===== src/rtl/bufld_pkg.sv =====
package bufld_pkg;
  localparam int WORD_W    = 32;
  localparam int MAX_WORDS = 4;
  localparam int LIDX_W    = $clog2(MAX_WORDS);
  localparam int DATA_W    = WORD_W * MAX_WORDS;

  typedef enum logic [1:0] {
    WID_1W  = 2'd0,
    WID_2W  = 2'd1,
    WID_4W  = 2'd2,
    WID_BAD = 2'd3
  } ld_width_e;

  typedef enum logic [1:0] {
    ST_IDLE  = 2'd0,
    ST_ISSUE = 2'd1,
    ST_WAIT  = 2'd2,
    ST_RESP  = 2'd3
  } seq_state_e;
endpackage


===== src/rtl/bufld_bounds.sv =====
module bufld_bounds
  import bufld_pkg::*;
#(
  parameter int AW = 32
) (
  input  logic [AW-1:0]        base,
  input  logic [AW-1:0]        size,
  input  logic [AW-1:0]        offset,
  input  ld_width_e            width,
  input  logic                 free_align,
  output logic                 err,
  output logic [MAX_WORDS-1:0] in_mask,
  output logic                 use_wide,
  output logic [AW-1:0]        start_addr
);
  logic [MAX_WORDS-1:0] want_mask;
  logic                 nat_aligned;

  always_comb begin
    unique case (width)
      WID_1W:  want_mask = 4'b0001;
      WID_2W:  want_mask = 4'b0011;
      WID_4W:  want_mask = 4'b1111;
      default: want_mask = 4'b0000;
    endcase
  end

  always_comb begin
    unique case (width)
      WID_2W:  nat_aligned = (offset[2] == 1'b0);
      WID_4W:  nat_aligned = (offset[3:2] == 2'b00);
      default: nat_aligned = 1'b1;
    endcase
  end

  // one end-of-word comparator per lane, one bit wider than the address
  for (genvar k = 0; k < MAX_WORDS; k++) begin : g_lane
    logic [AW:0] end_byte;
    assign end_byte   = {1'b0, offset} + (AW+1)'(4 * (k + 1));
    assign in_mask[k] = want_mask[k] && (end_byte <= {1'b0, size});
  end

  assign err        = (offset[1:0] != 2'b00) || (width == WID_BAD);
  assign use_wide   = (in_mask == want_mask) && (nat_aligned || free_align);
  assign start_addr = base + offset;
endmodule


===== src/rtl/bufld_sequencer.sv =====
module bufld_sequencer
  import bufld_pkg::*;
#(
  parameter int AW = 32
) (
  input  logic                 clk,
  input  logic                 rst_n,
  input  logic                 ld_valid,
  input  logic                 plan_err,
  input  logic [MAX_WORDS-1:0] plan_mask,
  input  logic                 plan_wide,
  input  logic [AW-1:0]        plan_addr,
  input  ld_width_e            plan_width,
  input  logic                 mem_req_ready,
  input  logic                 mem_rsp_valid,
  input  logic                 rsp_ready,
  output logic                 ld_ready,
  output logic                 mem_req_valid,
  output logic [AW-1:0]        mem_req_addr,
  output ld_width_e            mem_req_len,
  output logic                 rsp_valid,
  output logic                 load_en,
  output logic                 cap_en,
  output logic                 wide_q,
  output logic [MAX_WORDS-1:0] wr_mask
);
  seq_state_e           state_q, state_n;
  logic [MAX_WORDS-1:0] pend_q, pend_n;
  logic                 wide_n;
  ld_width_e            len_q, len_n;
  logic [AW-1:0]        addr_q, addr_n;
  logic [MAX_WORDS-1:0] sel;
  logic [LIDX_W-1:0]    idx;

  // lowest pending lane goes first: ascending addresses
  always_comb begin
    sel = '0;
    idx = '0;
    for (int k = MAX_WORDS - 1; k >= 0; k--) begin
      if (pend_q[k]) begin
        sel    = '0;
        sel[k] = 1'b1;
        idx    = LIDX_W'(k);
      end
    end
  end

  always_comb begin
    state_n = state_q;
    pend_n  = pend_q;
    wide_n  = wide_q;
    len_n   = len_q;
    addr_n  = addr_q;
    load_en = 1'b0;
    cap_en  = 1'b0;
    unique case (state_q)
      ST_IDLE: begin
        if (ld_valid) begin
          load_en = 1'b1;
          addr_n  = plan_addr;
          wide_n  = plan_wide;
          len_n   = plan_width;
          pend_n  = plan_err ? '0 : plan_mask;
          state_n = (plan_err || plan_mask == '0) ? ST_RESP : ST_ISSUE;
        end
      end
      ST_ISSUE: begin
        if (mem_req_ready) state_n = ST_WAIT;
      end
      ST_WAIT: begin
        if (mem_rsp_valid) begin
          cap_en  = 1'b1;
          pend_n  = wide_q ? '0 : (pend_q & ~sel);
          state_n = (pend_n == '0) ? ST_RESP : ST_ISSUE;
        end
      end
      ST_RESP: begin
        if (rsp_ready) state_n = ST_IDLE;
      end
      default: state_n = ST_IDLE;
    endcase
  end

  always_ff @(posedge clk or negedge rst_n) begin
    if (!rst_n) begin
      state_q <= ST_IDLE;
      pend_q  <= '0;
      wide_q  <= 1'b0;
      len_q   <= WID_1W;
      addr_q  <= '0;
    end else begin
      state_q <= state_n;
      pend_q  <= pend_n;
      if (load_en) begin
        wide_q <= wide_n;
        len_q  <= len_n;
        addr_q <= addr_n;
      end
    end
  end

  assign ld_ready      = (state_q == ST_IDLE);
  assign mem_req_valid = (state_q == ST_ISSUE);
  assign rsp_valid     = (state_q == ST_RESP);
  assign mem_req_addr  = addr_q + AW'({idx, 2'b00});
  assign mem_req_len   = wide_q ? len_q : WID_1W;
  assign wr_mask       = wide_q ? pend_q : sel;
endmodule


===== src/rtl/bufld_gather.sv =====
module bufld_gather
  import bufld_pkg::*;
(
  input  logic                 clk,
  input  logic                 rst_n,
  input  logic                 load_en,
  input  logic                 err_in,
  input  logic                 cap_en,
  input  logic                 wide,
  input  logic [MAX_WORDS-1:0] wr_mask,
  input  logic [DATA_W-1:0]    mem_data,
  output logic [DATA_W-1:0]    data_q,
  output logic                 err_q
);
  logic [DATA_W-1:0] data_n;
  logic              err_n;

  always_comb begin
    data_n = data_q;
    err_n  = err_q;
    if (load_en) begin
      data_n = '0;
      err_n  = err_in;
    end else if (cap_en) begin
      for (int k = 0; k < MAX_WORDS; k++) begin
        if (wr_mask[k]) begin
          data_n[k*WORD_W +: WORD_W] = wide ? mem_data[k*WORD_W +: WORD_W]
                                            : mem_data[0 +: WORD_W];
        end
      end
    end
  end

  always_ff @(posedge clk or negedge rst_n) begin
    if (!rst_n) begin
      data_q <= '0;
      err_q  <= 1'b0;
    end else if (load_en || cap_en) begin
      data_q <= data_n;
      err_q  <= err_n;
    end
  end
endmodule


===== src/rtl/bufld_splitter.sv =====
module bufld_splitter
  import bufld_pkg::*;
#(
  parameter int AW = 32
) (
  input  logic              clk,
  input  logic              rst_n,
  input  logic              cfg_free_align,
  input  logic              ld_valid,
  output logic              ld_ready,
  input  logic [AW-1:0]     ld_base,
  input  logic [AW-1:0]     ld_size,
  input  logic [AW-1:0]     ld_offset,
  input  logic [1:0]        ld_width,
  output logic              rsp_valid,
  input  logic              rsp_ready,
  output logic [DATA_W-1:0] rsp_data,
  output logic              rsp_err,
  output logic              mem_req_valid,
  input  logic              mem_req_ready,
  output logic [AW-1:0]     mem_req_addr,
  output logic [1:0]        mem_req_len,
  input  logic              mem_rsp_valid,
  input  logic [DATA_W-1:0] mem_rsp_data
);
  logic                 plan_err, plan_wide;
  logic [MAX_WORDS-1:0] plan_mask, wr_mask;
  logic [AW-1:0]        plan_addr;
  logic                 load_en, cap_en, wide_q;
  ld_width_e            req_len;

  bufld_bounds #(.AW(AW)) u_bounds (
    .base       (ld_base),
    .size       (ld_size),
    .offset     (ld_offset),
    .width      (ld_width_e'(ld_width)),
    .free_align (cfg_free_align),
    .err        (plan_err),
    .in_mask    (plan_mask),
    .use_wide   (plan_wide),
    .start_addr (plan_addr)
  );

  bufld_sequencer #(.AW(AW)) u_seq (
    .clk           (clk),
    .rst_n         (rst_n),
    .ld_valid      (ld_valid),
    .plan_err      (plan_err),
    .plan_mask     (plan_mask),
    .plan_wide     (plan_wide),
    .plan_addr     (plan_addr),
    .plan_width    (ld_width_e'(ld_width)),
    .mem_req_ready (mem_req_ready),
    .mem_rsp_valid (mem_rsp_valid),
    .rsp_ready     (rsp_ready),
    .ld_ready      (ld_ready),
    .mem_req_valid (mem_req_valid),
    .mem_req_addr  (mem_req_addr),
    .mem_req_len   (req_len),
    .rsp_valid     (rsp_valid),
    .load_en       (load_en),
    .cap_en        (cap_en),
    .wide_q        (wide_q),
    .wr_mask       (wr_mask)
  );

  bufld_gather u_gather (
    .clk      (clk),
    .rst_n    (rst_n),
    .load_en  (load_en),
    .err_in   (plan_err),
    .cap_en   (cap_en),
    .wide     (wide_q),
    .wr_mask  (wr_mask),
    .mem_data (mem_rsp_data),
    .data_q   (rsp_data),
    .err_q    (rsp_err)
  );

  assign mem_req_len = req_len;
endmodule


===== config.mk =====
export PLATFORM = sky130hd
export DESIGN_NAME = bufld_splitter
export DESIGN_NICKNAME = d
export VERILOG_FILES = /design/src/rtl/bufld_pkg.sv /design/src/rtl/bufld_bounds.sv /design/src/rtl/bufld_sequencer.sv /design/src/rtl/bufld_gather.sv /design/src/rtl/bufld_splitter.sv
export SDC_FILE = /design/constraint.sdc
export NUM_CORES = 1
export LEC_CHECK = 0
export ABC_AREA = 0
export BUFFER_PORTS_ARGS = -buffer_cell sky130_fd_sc_hd__buf_4
export CORE_ASPECT_RATIO = 0.9
export CORE_MARGIN = 1
export CORE_UTILIZATION = 58
export CTS_CLUSTER_SIZE = 8
export DETAILED_ROUTE_END_ITERATION = 10
export HOLD_SLACK_MARGIN = 0.06
export PLACE_DENSITY = 0.86
export SLEW_MARGIN = 25
export SYNTH_ARGS = -nofsm -noshare
export SYNTH_HDL_FRONTEND = slang
export SYNTH_HIERARCHICAL = 1
export SYNTH_SLANG_ARGS = --single-unit
export TNS_END_PERCENT = 30

===== constraint.sdc =====
create_clock -name clk -period 2.7 [get_ports clk]
set_input_delay 0.27 -clock clk [delete_from_list [all_inputs] [get_ports clk]]
set_output_delay 0.27 -clock clk [all_outputs]
set_load 0.03 [all_outputs]

==> metrics.txt <==
status finished, violations left; failing checks setup timing; Mapped Area 0.0144 mm^2; final clock period utilization by the worst path 1.23; synthesized area per cell 9.59 um^2; Synth Warn # 6; H-tree levels 4; IO Pins 399; Die X 168 um; hold crit path type primary input to flop; gr ovfl total 0; Clock Tree Root clkbuf_16; critical-path cell list buf_12 -> clkinv_8 -> ha_4 -> a21oi_4 -> or3_4 -> nor3_4 -> nand2b_1 -> buf_4 -> xnor2_2 -> ha_1 -> a21o_1 -> a21oi_2 -> o211ai_1 -> a221oi_2 -> buf_4 -> o211ai_1 -> a221oi_2 -> nor4_1 -> o21ai_1 -> a21oi_1 -> a31o_2; final setup violation count 30; CP Max Fanout 4; core area 0.0243 mm^2; Startpoint Class primary input; Synth area leaders dfrtp_1 (29%), ha_1 (14%), mux2i_1 (6.7%); max-slew violations 0; Worst-path clk slew 0.08 ns; HPWL after DPL 44000 um; Worst Tran Pin Value 1.02 ns; DRT antenna net count 0; GR Util All Layers 0.455; RSZ-0062 raised after global routing true; Hold Vio Cnt, Final 0; DIE AREA 0.0255 mm^2; synthesis-to-layout area growth 43.8%; Rows 54; DR iter-0 viols 1575; FMAX 300 MHz; CTS tree done; CTS Buf Count 17; vias in the first global route 15500; number of synthesized register bits 170; skew final 0.0212 ns; synthesized instance count 1506; clock latency on the worst-skew pair 0.44 ns; Post-synth EDFFs 0; Die Y 152 um; count of cell types in the netlist 68; Synth Net Count 1904; Buffers on Ports 398; vias 15500; Worst VDD drop 814 uV; most common flop cell mapped by yosys dfrtp_1; Leak Pwr 0.0103 uW; setup tns final -5.63 ns; Critical Path End Type flop; Worst Path Arrival 3.67 ns; most frequent cells in the layout buf_4 (649), dfrtp_1 (169), ha_1 (156), mux2i_1 (97), o2bb2ai_1 (96); Pre-antenna DRT Iters 5; max cap viols 0; Final min period 3.33 ns; PwrDens 610 mW/mm^2; GPL Wtd Cong 1.02; sequential-to-total area share from yosys stat 0.294; Residual DRC 0; Finished Layout Cells 2431; Clock Sinks 170; CP peak stage delay 0.39 ns; WL/cell 24.6 um; asr flop ratio synth 1.00; Max-slew headroom 0.322; Placed Cells 2375; post-route core utilization 0.854; final worst setup slack -0.633 ns; top cell type's share of synthesized area 0.294; drt total wl 59900 um; clock buffer depth 2; hold slack 0.0774 ns; CP max stage cell or3_4; vias per cell 6.37; nets 2507; Critical Path RT 3.04 ns; Starting Density 0.594; first-pass GRT wire length 88200 um; leading cell type in the layout, fill and taps excluded buf_4; largest net degree at the start of global routing 72; critical path class primary input to flop; antenna violations before repair 0; share of post-route cells with drive strength above 1 0.411; Yosys top cell by area dfrtp_1
synth_stat cells, types with 4 or more instances:
cell / instances
a21o_1: 42
a21oi_1: 74
nor4_2: 6
buf_6: 7
and3_1: 13
nand3_1: 34
nand2b_1: 12
nand2_1: 103
dfrtp_1: 170
xor2_1: 68
nor4_1: 13
xnor2_1: 99
and2_1: 6
clkbuf_1: 13
nor3_1: 25
buf_2: 49
o211ai_1: 7
buf_4: 10
o21a_1: 8
buf_8: 4
o21bai_1: 7
or3_1: 4
o2bb2ai_1: 96
o21ai_0: 39
nand4_1: 38
mux2i_1: 97
mux2_2: 32
and4_1: 10
inv_1: 62
nor2b_1: 15
ha_1: 163
a211oi_1: 6
a22o_1: 35
nor2_1: 75
o31ai_1: 5
a21oi_2: 8
routing by layer:
metal / wire, um / share of wire / global-route usage
met1: 22300 / 0.37 / 0.546
met2: 27600 / 0.46 / 0.746
met3: 5940 / 0.099 / 0.115
met4: 4020 / 0.067 / 0.267
met5: 0 / 0 / 0
registers in the layout, indices dropped and copies added (netlist names):
register and count:
u_gather/data_q 128, u_gather/err_q 1, u_seq/addr_q 32, u_seq/len_q 2
u_seq/pend_q 4, u_seq/state_q 2, u_seq/wide_q 1
final cells by class:
type / instances / area (um^2)
clock buffer: 17 / 425
timing repair buffer: 670 / 5180
tap: 308 / 385
inverter: 62 / 245
clock inverter: 15 / 190
multi-input combinational: 1188 / 10100
sequential: 170 / 4260
antenna: 1 / 2.50
fill: 1353 / 3540
final timing paths:
check                                     from                   end  slack (ns)  cells after the start
setup / recovery                  ld_offset[3]      u_seq/state_q[1]       -0.63                     21
hold / removal                 mem_rsp_data[1]    u_gather/data_q[1]        0.08                      2
setup reg to reg              u_seq/state_q[0]  u_gather/data_q[106]        0.24                      5
hold reg to reg            u_gather/data_q[78]   u_gather/data_q[78]        0.50                      1
max in group asynchronous                rst_n   u_gather/data_q[26]        1.50                      3
min in group asynchronous                rst_n   u_gather/data_q[73]        0.41                      2
worst max-delay path, delay by kind of cell:
family | cells | cell delay, ns
adder cells (fa/ha/maj) | 2 | 0.44
buffers and inverters | 4 | 0.50
AO/OA/AOI/OAI | 10 | 1.57
AND/OR/NAND/NOR | 4 | 0.77
XOR/XNOR | 1 | 0.12
power breakdown:
group / switching (uW) / internal [uW]
clock: 1320 / 1270
sequential: 635 / 3040
combinational: 3730 / 2680
total: 5690 / 7000
stage by stage:
step | setup WS, ns | power [uW] | cell area [um^2]
after global placement | -1.29 | 9450 | 19400
after global routing | -0.810 | 13100 | 20800
after floorplan | -0.898 | 7400 | 14600
after CTS | -0.566 | 12400 | 20500
final | -0.633 | 12700 | 20800
after detailed placement | -1.32 | 9630 | 19400
cells by family (layout without fill, tap and decap cells):
group                      Yosys count  after routing  synth area share
AOI/OAI and AO/OA                  353            353             0.180
muxes                              129            129            0.0921
xor gates and xnor gates           167            167             0.101
other                                0              1                 0
and+or+nand+nor                    372            373             0.135
adders and majority gates          166            166             0.145
DFF                                170            170             0.294
buffers and inverters              149            764            0.0526
repair_timing:
item | CTS | global route
resized for setup | 85 | 58
setup buffers | 18 | 4
gates cloned | 1 | 0
pin swaps | 52 | 26
hold buffers | 1 | 0
hold endpoints to repair | 69 | 0
endpoints found under the setup margin | 35 | 36
Note: power is estimated with default switching activity, not from simulation.
